`src/rtl/wdog_pkg.sv`:
```
package wdog_pkg;

    localparam int ADDR_W   = 8;
    localparam int DATA_W   = 32;
    localparam int DIV_W    = 16;
    localparam int CNT_W    = 16;

    localparam logic [ADDR_W-1:0] OFS_STAT  = 8'h00;
    localparam logic [ADDR_W-1:0] OFS_CTRL  = 8'h20;
    localparam logic [ADDR_W-1:0] OFS_LOAD  = 8'h24;
    localparam logic [ADDR_W-1:0] OFS_CAUSE = 8'h38;

    localparam int EN_BIT    = 7;
    localparam int KICK_BIT  = 9;
    localparam int CAUSE_BIT = 1;
    localparam int DIV_LSB   = 16;

    typedef struct packed {
        logic [DIV_W-1:0] div;
        logic             en;
    } ctrl_t;

    typedef enum logic [2:0] {
        SEL_NONE,
        SEL_STAT,
        SEL_CTRL,
        SEL_LOAD,
        SEL_CAUSE
    } sel_e;

    function automatic sel_e decode_addr(input logic [ADDR_W-1:0] a);
        case (a)
            OFS_STAT:  return SEL_STAT;
            OFS_CTRL:  return SEL_CTRL;
            OFS_LOAD:  return SEL_LOAD;
            OFS_CAUSE: return SEL_CAUSE;
            default:   return SEL_NONE;
        endcase
    endfunction

    // last prescaler phase; a divisor of zero behaves as one
    function automatic logic [DIV_W-1:0] last_phase(input logic [DIV_W-1:0] d);
        return (d == '0) ? '0 : d - 1'b1;
    endfunction

endpackage

```
`src/rtl/wdog_prescaler.sv`:
```
module wdog_prescaler #(
    parameter int DIV_W = wdog_pkg::DIV_W
) (
    input  logic             clk,
    input  logic             rst,
    input  logic             restart,
    input  logic             run,
    input  logic             us_tick,
    input  logic [DIV_W-1:0] div,
    output logic             tick
);
    logic [DIV_W-1:0] phase_q;
    logic [DIV_W-1:0] last;
    logic             at_end;

    assign last   = wdog_pkg::last_phase(div);
    assign at_end = (phase_q >= last);
    assign tick   = run && us_tick && at_end;

    always_ff @(posedge clk) begin
        if (rst || restart) begin
            phase_q <= '0;
        end else if (run && us_tick) begin
            phase_q <= at_end ? '0 : phase_q + 1'b1;
        end
    end

    AST_PRE_HOLD: assert property (@(posedge clk) disable iff (rst)
        (!run && !restart) |=> $stable(phase_q)) else $error("prescaler moved while stopped");

    AST_PRE_RESTART: assert property (@(posedge clk) disable iff (rst)
        restart |=> (phase_q == '0)) else $error("prescaler not restarted");

endmodule

```
`src/rtl/wdog_countdown.sv`:
```
module wdog_countdown #(
    parameter int CNT_W = wdog_pkg::CNT_W
) (
    input  logic             clk,
    input  logic             rst,
    input  logic             restart,
    input  logic             tick,
    input  logic [CNT_W-1:0] reload_val,
    output logic             expire
);
    logic [CNT_W-1:0] cnt_q;
    logic             last_tick;

    assign last_tick = (cnt_q <= {{(CNT_W-1){1'b0}}, 1'b1});

    always_ff @(posedge clk) begin
        if (rst) begin
            cnt_q  <= '0;
            expire <= 1'b0;
        end else begin
            expire <= 1'b0;
            if (restart) begin
                cnt_q <= reload_val;
            end else if (tick) begin
                if (last_tick) begin
                    cnt_q  <= reload_val;
                    expire <= 1'b1;
                end else begin
                    cnt_q <= cnt_q - 1'b1;
                end
            end
        end
    end

    AST_RELOAD_TAKES_LOAD: assert property (@(posedge clk) disable iff (rst)
        restart |=> (cnt_q == $past(reload_val))) else $error("reload mismatch");

    AST_EXPIRE_AFTER_TICK: assert property (@(posedge clk) disable iff (rst)
        expire |-> $past(tick)) else $error("expiry without count tick");

    AST_COUNT_HOLD: assert property (@(posedge clk) disable iff (rst)
        (!tick && !restart) |=> $stable(cnt_q)) else $error("counter moved without tick");

endmodule

```
`src/rtl/wdog_regfile.sv`:
```
module wdog_regfile
    import wdog_pkg::*;
#(
    parameter int A_W = wdog_pkg::ADDR_W,
    parameter int D_W = wdog_pkg::DATA_W,
    parameter int V_W = wdog_pkg::DIV_W,
    parameter int C_W = wdog_pkg::CNT_W
) (
    input  logic           clk,
    input  logic           por_rst,
    input  logic           sys_rst,
    input  logic [A_W-1:0] bus_addr,
    input  logic           bus_we,
    input  logic [D_W-1:0] bus_wdata,
    input  logic           bus_re,
    output logic [D_W-1:0] bus_rdata,
    input  logic           expire,
    output logic           run,
    output logic [V_W-1:0] div,
    output logic [C_W-1:0] load,
    output logic           restart
);
    ctrl_t          ctrl_q;
    logic [C_W-1:0] load_q;
    logic           cause_q;
    sel_e           sel;
    logic           rst_any;
    logic           wr_ctrl, wr_load, wr_stat, wr_cause;
    logic           kick, start, clr_cause;
    logic [D_W-1:0] rd_mux;

    assign rst_any   = por_rst || sys_rst;
    assign sel       = decode_addr(bus_addr);
    assign wr_ctrl   = bus_we && (sel == SEL_CTRL);
    assign wr_load   = bus_we && (sel == SEL_LOAD);
    assign wr_stat   = bus_we && (sel == SEL_STAT);
    assign wr_cause  = bus_we && (sel == SEL_CAUSE);
    assign kick      = wr_stat && bus_wdata[KICK_BIT];
    assign start     = wr_ctrl && bus_wdata[EN_BIT] && !ctrl_q.en;
    assign clr_cause = wr_cause && bus_wdata[CAUSE_BIT];

    assign restart = kick || start;
    assign run     = ctrl_q.en;
    assign div     = ctrl_q.div;
    assign load    = load_q;

    always_ff @(posedge clk) begin
        if (rst_any) begin
            ctrl_q <= '0;
            load_q <= '0;
        end else begin
            if (wr_ctrl) begin
                ctrl_q.div <= bus_wdata[DIV_LSB +: V_W];
                ctrl_q.en  <= bus_wdata[EN_BIT];
            end
            if (wr_load) begin
                load_q <= bus_wdata[C_W-1:0];
            end
        end
    end

    // cause flag lives on the power-on reset only
    always_ff @(posedge clk) begin
        if (por_rst) begin
            cause_q <= 1'b0;
        end else if (expire) begin
            cause_q <= 1'b1;
        end else if (clr_cause) begin
            cause_q <= 1'b0;
        end
    end

    always_comb begin
        rd_mux = '0;
        case (sel)
            SEL_CTRL: begin
                rd_mux[DIV_LSB +: V_W] = ctrl_q.div;
                rd_mux[EN_BIT]         = ctrl_q.en;
            end
            SEL_LOAD:  rd_mux[C_W-1:0]   = load_q;
            SEL_CAUSE: rd_mux[CAUSE_BIT] = cause_q;
            default:   rd_mux = '0;
        endcase
    end

    always_ff @(posedge clk) begin
        if (rst_any) begin
            bus_rdata <= '0;
        end else if (bus_re) begin
            bus_rdata <= rd_mux;
        end
    end

    AST_CAUSE_SET: assert property (@(posedge clk) disable iff (por_rst)
        expire |=> cause_q) else $error("cause not recorded");

    AST_CAUSE_STICKY: assert property (@(posedge clk) disable iff (por_rst)
        (cause_q && !clr_cause) |=> cause_q) else $error("cause lost");

    AST_LOAD_STABLE: assert property (@(posedge clk) disable iff (rst_any)
        !wr_load |=> $stable(load_q)) else $error("load changed without write");

endmodule

```
`src/rtl/wdog_timer.sv`:
```
module wdog_timer #(
    parameter int ADDR_W = wdog_pkg::ADDR_W,
    parameter int DATA_W = wdog_pkg::DATA_W,
    parameter int DIV_W  = wdog_pkg::DIV_W,
    parameter int CNT_W  = wdog_pkg::CNT_W
) (
    input  logic              clk,
    input  logic              por_rst,
    input  logic              sys_rst,
    input  logic              us_tick,
    input  logic [ADDR_W-1:0] bus_addr,
    input  logic              bus_we,
    input  logic [DATA_W-1:0] bus_wdata,
    input  logic              bus_re,
    output logic [DATA_W-1:0] bus_rdata,
    output logic              reset_req
);
    logic             rst_any;
    logic             run;
    logic             restart;
    logic             tick;
    logic [DIV_W-1:0] div;
    logic [CNT_W-1:0] load;

    assign rst_any = por_rst || sys_rst;

    wdog_regfile #(
        .A_W(ADDR_W), .D_W(DATA_W), .V_W(DIV_W), .C_W(CNT_W)
    ) u_regs (
        .clk       (clk),
        .por_rst   (por_rst),
        .sys_rst   (sys_rst),
        .bus_addr  (bus_addr),
        .bus_we    (bus_we),
        .bus_wdata (bus_wdata),
        .bus_re    (bus_re),
        .bus_rdata (bus_rdata),
        .expire    (reset_req),
        .run       (run),
        .div       (div),
        .load      (load),
        .restart   (restart)
    );

    wdog_prescaler #(.DIV_W(DIV_W)) u_pre (
        .clk     (clk),
        .rst     (rst_any),
        .restart (restart),
        .run     (run),
        .us_tick (us_tick),
        .div     (div),
        .tick    (tick)
    );

    wdog_countdown #(.CNT_W(CNT_W)) u_cnt (
        .clk        (clk),
        .rst        (rst_any),
        .restart    (restart),
        .tick       (tick),
        .reload_val (load),
        .expire     (reset_req)
    );

    AST_REQ_NEEDS_EN: assert property (@(posedge clk) disable iff (rst_any)
        reset_req |-> $past(run)) else $error("request while disabled");

    AST_REQ_NEEDS_US: assert property (@(posedge clk) disable iff (rst_any)
        reset_req |-> $past(us_tick)) else $error("request without us tick");

endmodule

```
`config.mk`:
```
export PLATFORM = sky130hd
export DESIGN_NAME = wdog_timer
export DESIGN_NICKNAME = d
export VERILOG_FILES = /design/src/rtl/wdog_pkg.sv /design/src/rtl/wdog_prescaler.sv /design/src/rtl/wdog_countdown.sv /design/src/rtl/wdog_regfile.sv /design/src/rtl/wdog_timer.sv
export SDC_FILE = /design/constraint.sdc
export NUM_CORES = 1
export LEC_CHECK = 0
export ABC_AREA = 1
export BUFFER_PORTS_ARGS = -buffer_cell sky130_fd_sc_hd__buf_2
export CAP_MARGIN = 10
export CORE_MARGIN = 2
export CORE_UTILIZATION = 45
export CTS_CLUSTER_DIAMETER = 80
export CTS_CLUSTER_SIZE = 25
export DETAILED_ROUTE_END_ITERATION = 8
export GPL_TIMING_DRIVEN = 0
export PLACE_DENSITY = 0.7
export SLEW_MARGIN = 20
export SYNTH_ARGS = -nofsm -noshare
export SYNTH_HDL_FRONTEND = slang
export SYNTH_HIERARCHICAL = 1
export SYNTH_SLANG_ARGS = --single-unit
```
`constraint.sdc`:
```
create_clock -name clk -period 5.3 [get_ports clk]
set_clock_uncertainty 0.05 [all_clocks]
set_input_delay 0.265 -clock clk [delete_from_list [all_inputs] [get_ports clk]]
set_output_delay 0.265 -clock clk [all_outputs]
set_load 0.02 [all_outputs]
```
==> results of run 1 <==
[registers in the layout (all words and copies together), names as in the netlist]
| name | cells |
|---|---|
| u_regs/run | 1 |
| u_regs/bus_rdata | 32 |
| u_cnt/cnt_q | 16 |
| u_regs/load | 16 |
| u_regs/cause_q | 1 |
| u_cnt/expire | 1 |
| u_regs/div | 16 |
| u_pre/phase_q | 16 |
[power by group]
part / switching [mW] / total, mW / leakage [nW] / internal [mW]
logic: 0.0684 / 0.106 / 2.12 / 0.0377
registers: 0.00431 / 0.755 / 0.800 / 0.750
clock network: 0.317 / 0.692 / 0.151 / 0.375
[metrics by stage]
step	std cells	util (%)	hold slack, ns	power, mW	setup WS [ns]
floorplan	845	-	0.284	0.834	2.27
global placement	1094	50.6	0.400	0.877	1.74
detailed placement	1094	50.6	0.404	0.878	1.72
CTS	1110	53.1	0.0382	1.57	1.71
global route	1110	53.1	0.0509	1.61	1.21
finish	1110	53.1	0.0477	1.55	1.72
[synthesized netlist by cell type, types with 3 or more instances]
cell type,n
xor2_1,15
ha_1,21
nor4_1,3
nand3b_1,18
nand2_1,200
nor2_2,24
buf_2,4
nor3_1,4
nand3_1,43
nand2_2,5
inv_2,5
o21ai_0,49
a21oi_2,6
inv_1,92
o21ai_1,5
xnor2_1,6
nor2_4,7
a21oi_1,52
nand4_1,10
nor2_1,129
dfxtp_1,99
clkbuf_1,18
buf_6,3
o21ai_2,4
[cells in the final DEF, fill, tap and decap left out, types with 15 or more instances in the layout]
cell	instances
nand2_1	200
nor2_1	129
dfxtp_1	99
inv_1	92
buf_2	81
a21oi_1	52
o21ai_0	49
nand3_1	43
nor2_2	24
ha_1	21
clkbuf_1	18
nand3b_1	18
xor2_1	15
[routing by layer]
metal	up-vias	global-route usage [%]	share of wire, %
met4	0	7.14	1.0
li1	2850	-	-
met1	2386	31.7	50
met2	138	34.1	44
met3	13	2.83	4.7
met5	-	0	0
[cells by family after synthesis]
group,synth area share [%]
compound gates,11.4
xor+xnor,3.21
fa+ha+maj,4.58
buf+inv,9.57
flops,34.5
simple gates,36.7
[worst max-delay path by stage]
stage,startpoint,end,slack (ns),depth (start not counted)
finish,u_regs/div[0],u_cnt/cnt_q[15],1.72,20
global route,u_regs/div[0],u_cnt/cnt_q[14],1.21,22
CTS,u_regs/div[0],u_cnt/cnt_q[15],1.71,20
detailed placement,u_regs/div[0],u_cnt/cnt_q[15],1.72,24
global placement,u_regs/div[0],u_cnt/cnt_q[14],1.74,20
floorplan,u_regs/div[0],u_cnt/cnt_q[15],2.27,24
[final cells by class]
cell class                 instances  area (sq um)  area share (%)
clock inverter                     7          87.6            1.32
sequential                        99          1980            29.8
timing repair buffer              77           385            5.79
tap                              172           215            3.24
inverter                          98           369            5.55
buffer                            30           180            2.71
multi-input combinational        618          3210            48.2
clock buffer                       9           225            3.39
==> results.json, run 1 <==
{
  "drc": 0,
  "synth_top_area_share_pct": 34.5,
  "hold_class": "in2reg",
  "layout-drive-gt1-share_pct": 18.0,
  "fin_setup_tns_ns": 0,
  "post_cts_buffers": 0,
  "grt_pass1_vias": 4872,
  "startpoint_type": "register",
  "finalCritPeriodShare_pct": 67.5,
  "wire_per_inst_um": 12.8,
  "cts.sinks": 99,
  "hp-start": "por_rst",
  "critPathKind": "reg2reg",
  "syn2layout_area_growth_pct": 15.9,
  "slew_headroom_pct": 61.5,
  "async_flop_share_pct": 0,
  "cts.htree.levels": 3,
  "io_pins": 79,
  "synth_seq_area_share_pct": 34.5,
  "timing.rr.start": "u_regs/div[0]",
  "synthFlopType": "dfxtp_1",
  "port_buffers": 77,
  "clock_latency_ns": 0.35,
  "worstHoldPathCells": 2,
  "hold_violations": 0,
  "cts_resized": 0,
  "min_to": "u_regs/cause_q",
  "postCtsHoldBufs": 0,
  "synth_area_sq_um": 5740,
  "ys_warn_count": 6,
  "grt_usage_pct": 21.9,
  "fp.dieW_um": 117,
  "drt_iter0_drc": 300,
  "grt_pass1_wl_um": 23600,
  "end_kind": "register",
  "nets": 1000,
  "max_stage_delay_ns": 0.41,
  "cts_buffers": 9,
  "critPathSlowestCell": "nor2_2",
  "maxCapViolations": 0,
  "fillers": 1291,
  "cts_tree": "yes",
  "dpl.hpwl_um": 10800,
  "min_period_ns": 3.58,
  "syn_inst": 845,
  "yosys.area.top_type": "dfxtp_1",
  "status": "finished clean",
  "setup_violations": 0,
  "peakVddDrop_v": 0.000125,
  "grt_start_max_net_pins": 19,
  "ys_ff_latch": 99,
  "antenna-diode-count": 0,
  "via_per_inst": 4.85,
  "design_area_sq_um": 6650,
  "num_vias": 5387,
  "cp_num_buf_inv": 5,
  "required_ns": 5.50,
  "worst_slew_pin_slew_ns": 0.577,
  "netlist-cell-type-count": 42,
  "synth-edff-count": 0,
  "slew_violations": 0,
  "cp_top_family": "simple AND/OR/NAND/NOR gates",
  "power_leakage_nw": 3.07,
  "rows": 41,
  "path_clk_slew_ns": 0.07,
  "syn_avg_cell_area_sq_um": 6.79,
  "path_cells": "inv_1 > ha_1 > nor3b_1 > nand3_2 > buf_6 > nand3_1 > ha_1 > a21oi_1 > nand2_1 > nand2_1 > nand2_1 > nand2_1 > nand2_1 > nand2_2 > inv_1 > nor2_2 > inv_2 > clkbuf_1 > o21ai_0 > nor2_2",
  "syn_nets": 912,
  "power_density_nw_per_um2": 234,
  "rr_worst_depth": 20,
  "die_h_um": 117,
  "clockRootBuffer": "clkbuf_16",
  "rsz0062_at_grt": "false",
  "globalplace.congestion": 0.881,
  "cp.arrival_ns": 3.78,
  "antenna_found_initial": 0,
  "reg2reg_setup_slack_ns": 1.72,
  "dpl-instance-area_sq_um": 6340,
  "grt_overflow": 0,
  "rr_endpoint": "u_cnt/cnt_q[15]",
  "critPathMaxFanout": 10,
  "cts_buffer_depth": 2,
  "initial_core_util_pct": 45.8,
  "worst_path_most_repeated_cell": "nand2_1",
  "ys_top_cells_by_area": "dfxtp_1 (35%), nand2_1 (13%), nor2_1 (8.4%)",
  "die_area_sq_um": 13700,
  "drt-total-wl_um": 14200,
  "fmax_mhz": 279,
  "coreArea_sq_um": 12500,
  "postRouteAntennaNets": 0,
  "first_pass_iters": 5
}
Note: power is estimated with default switching activity, not from simulation.
==> run 2, diff against run 1 <==
--- a/config.mk
+++ b/config.mk
@@ -5,7 +5,7 @@
 export SDC_FILE = /design/constraint.sdc
 export NUM_CORES = 1
 export LEC_CHECK = 0
-export ABC_AREA = 1
+export ABC_AREA = 0
 export BUFFER_PORTS_ARGS = -buffer_cell sky130_fd_sc_hd__buf_2
 export CAP_MARGIN = 10
 export CORE_MARGIN = 2
==> constraint.sdc (replaced) <==
create_clock -name clk -period 3.6 [get_ports clk]
set_clock_uncertainty 0.05 [all_clocks]
set_input_delay 0.18 -clock clk [delete_from_list [all_inputs] [get_ports clk]]
set_output_delay 0.18 -clock clk [all_outputs]
set_load 0.02 [all_outputs]
==> run 2 against run 1 <==
  * The run now ends with negative setup slack left
  * Sequential cell count unchanged
  * Worst setup slack worse by 2.2 ns
  * Die area down 5.2%
  * Worst hold slack worse by 0.022 ns
  * Via count down 1.3%
  * Register-to-register slack worse by 2.2 ns
  * Sequential share of layout area down 0.34 points
  * Utilization up 3.6 points
  * Global-route usage up 2.1 points
  * Routed wire length up 9.7%
  * Combinational power up 30%
  * Largest cell class unchanged
  * Highest routed layer unchanged
==> results.json, run 2 <==
{
  "status": "finished with violations",
  "violations": "negative setup slack",
  "rows": 40,
  "cts_tree": "yes",
  "synthMostInstantiatedCell": "dfxtp_1",
  "multi_input_area_sq_um": 3480,
  "nets": 830,
  "synthFlopType": "dfxtp_1",
  "coreArea_sq_um": 11900,
  "first_pass_iters": 6,
  "yosys.area.top_type": "dfxtp_1",
  "dpl.hpwl_um": 11200,
  "regMostFlops": "u_regs/bus_rdata",
  "required_ns": 3.76,
  "yosys-top-cells-count": "dfxtp_1 (99), nand2_1 (80), a21oi_1 (61)",
  "syn2layout_area_growth_pct": 24.6,
  "rsz0062_at_grt": "true",
  "hold_class": "in2reg",
  "critPathSlowestCell": "or4_4",
  "clock_latency_ns": 0.34,
  "worst_slew_pin_slew_ns": 0.895,
  "worstHoldPathCells": 3,
  "fp.dieW_um": 114,
  "critPathMaxFanout": 6,
  "cts.htree.levels": 3,
  "hold_violations": 0,
  "globalplace.congestion": 0.949,
  "setup_violations": 31,
  "cp_top_family": "simple AND/OR/NAND/NOR gates",
  "power_density_nw_per_um2": 326,
  "grt_overflow": 0,
  "grt_pass1_vias": 5175,
  "grt_start_max_net_pins": 17,
  "syn_inst": 647,
  "drt-total-wl_um": 15600,
  "via_per_inst": 5.81,
  "cts_buffers": 9,
  "die_area_sq_um": 13000,
  "reg2reg_setup_slack_ns": -0.44,
  "critPathKind": "reg2reg",
  "min_to": "u_regs/load[10]",
  "antenna_found_initial": 0,
  "largest_reg_flops": 32,
  "path_clk_slew_ns": 0.08,
  "slew_headroom_pct": 39.8,
  "end_kind": "register",
  "rr_worst_depth": 16,
  "ys_warn_count": 6,
  "io_pins": 79,
  "port_buffers": 78,
  "synth_seq_area_share_pct": 36.5,
  "clockRootBuffer": "clkbuf_16",
  "initial_core_util_pct": 45.5,
  "grt_pass1_wl_um": 25200,
  "max_stage_delay_ns": 0.53,
  "wire_per_inst_um": 17.1,
  "drc": 0,
  "cp.arrival_ns": 4.21,
  "peakVddDrop_v": 0.000236,
  "ys_ff_latch": 99,
  "synth_area_sq_um": 5430,
  "fin_setup_tns_ns": -6.98,
  "cts_buffer_depth": 2,
  "postRouteAntennaNets": 0,
  "final_cell_mix": "dfxtp_1 (96), buf_2 (79), nand2_1 (78), a21oi_1 (61), nand4_1 (57)",
  "grt_usage_pct": 24.0,
  "num_vias": 5319,
  "syn_avg_cell_area_sq_um": 8.39,
  "antenna-diode-count": 0,
  "timing.rr.start": "u_regs/div[11]",
  "power_leakage_nw": 2.61,
  "cp_num_buf_inv": 0,
  "ys_top_cells_by_area": "dfxtp_1 (37%), nand4_1 (6.6%), a21oi_1 (5.6%)",
  "rr_endpoint": "u_cnt/cnt_q[13]",
  "fillers": 1049,
  "path_cells": "or4_4 > or3_4 > nor2_4 > nand3_2 > xnor2_2 > nand2_2 > ha_4 > nand4_1 > or3_4 > o41ai_4 > nor3_4 > nor2_4 > nand3_2 > or4_1 > nand3_1 > a31oi_1",
  "maxCapViolations": 0,
  "power.total_mw": 2.21,
  "layout-drive-gt1-share_pct": 23.2,
  "drt_iter0_drc": 413,
  "syn_nets": 714,
  "regArea_sq_um": 1990,
  "fin_ws_ns": -0.445,
  "layout_commonest_cell": "dfxtp_1",
  "startpoint_type": "register",
  "fmax_mhz": 247,
  "die_h_um": 114,
  "netlist-cell-type-count": 67,
  "cts.sinks": 99,
  "synth-edff-count": 0,
  "synth_top_area_share_pct": 36.5,
  "finalCritPeriodShare_pct": 112,
  "hp-start": "bus_wdata[10]",
  "async_flop_share_pct": 0,
  "slew_violations": 0,
  "min_period_ns": 4.04
}
[run 2: layer usage]
layer,wire length (um),track usage [%]
met2,7440,40.5
met5,0,0
met3,1010,4.57
met4,378,9.67
met1,6780,30.4
[run 2: worst register-to-register path, stage by stage, from the launching register on]
cell,delay (ns)
dfxtp_2,0.32
or4_4,0.54
or3_4,0.36
nor2_4,0.14
nand3_2,0.12
xnor2_2,0.19
nand2_2,0.11
ha_4,0.28
nand4_1,0.13
or3_4,0.39
o41ai_4,0.28
nor3_4,0.09
nor2_4,0.17
nand3_2,0.11
or4_1,0.44
nand3_1,0.11
a31oi_1,0.09
[run 2: repair_timing]
action	CTS	global route
cloned	1	1
pin swaps	7	13
setup endpoints to repair	28	27
gates resized for setup	31	14
endpoints found under the hold margin	1	0
hold buffers	1	0
setup buffers	16	10
[run 2: worst max-delay path by stage]
stage | end | start | slack (ns) | cells after the start
3_5_place_dp | u_cnt/cnt_q[4] | u_regs/div[5] | -0.60 | 15
3_3_place_gp | u_cnt/cnt_q[4] | u_regs/div[10] | -0.51 | 15
4_1_cts | u_cnt/cnt_q[13] | u_regs/div[11] | -0.33 | 16
6_report | u_cnt/cnt_q[13] | u_regs/div[11] | -0.44 | 16
2_1_floorplan | u_cnt/cnt_q[13] | u_regs/div[11] | -0.17 | 16
5_1_grt | u_cnt/cnt_q[13] | u_regs/div[11] | -0.56 | 16
[run 2: logic make-up after synthesis]
| group | synth area share, % |
|---|---|
| xor gates and xnor gates | 4.36 |
| adders and majority gates | 4.84 |
| buffers and inverters | 3.83 |
| AOI/OAI and AO/OA | 14.7 |
| and+or+nand+nor | 31.7 |
| DFF | 36.5 |
| muxes | 4.08 |
[run 2: per-stage QoR]
stage	util (%)	hold slack (ns)	setup slack, ns	cell area (sq um)	instances
floorplan	-	0.202	-0.166	5480	647
finish	56.7	0.0254	-0.445	6760	915
global placement	50.9	0.343	-0.513	6060	872
detailed placement	50.9	0.351	-0.605	6060	872
global route	56.7	0.0395	-0.562	6760	915
CTS	55.8	0.0165	-0.333	6640	906
[run 2: final cells by class]
class | instances | share of cell area [%]
sequential | 99 | 29.5
timing repair buffer | 105 | 8.87
inverter | 10 | 0.667
buffer | 38 | 2.46
multi-input combinational | 500 | 51.5
clock inverter | 5 | 0.926
tap | 147 | 2.72
clock buffer | 11 | 3.44
[run 2: report_power, final]
part | switching (mW) | leakage (nW) | internal, mW
Sequential | 0.000552 | 0.799 | 1.09
Combinational | 0.0863 | 1.67 | 0.0515
Clock | 0.431 | 0.136 | 0.544
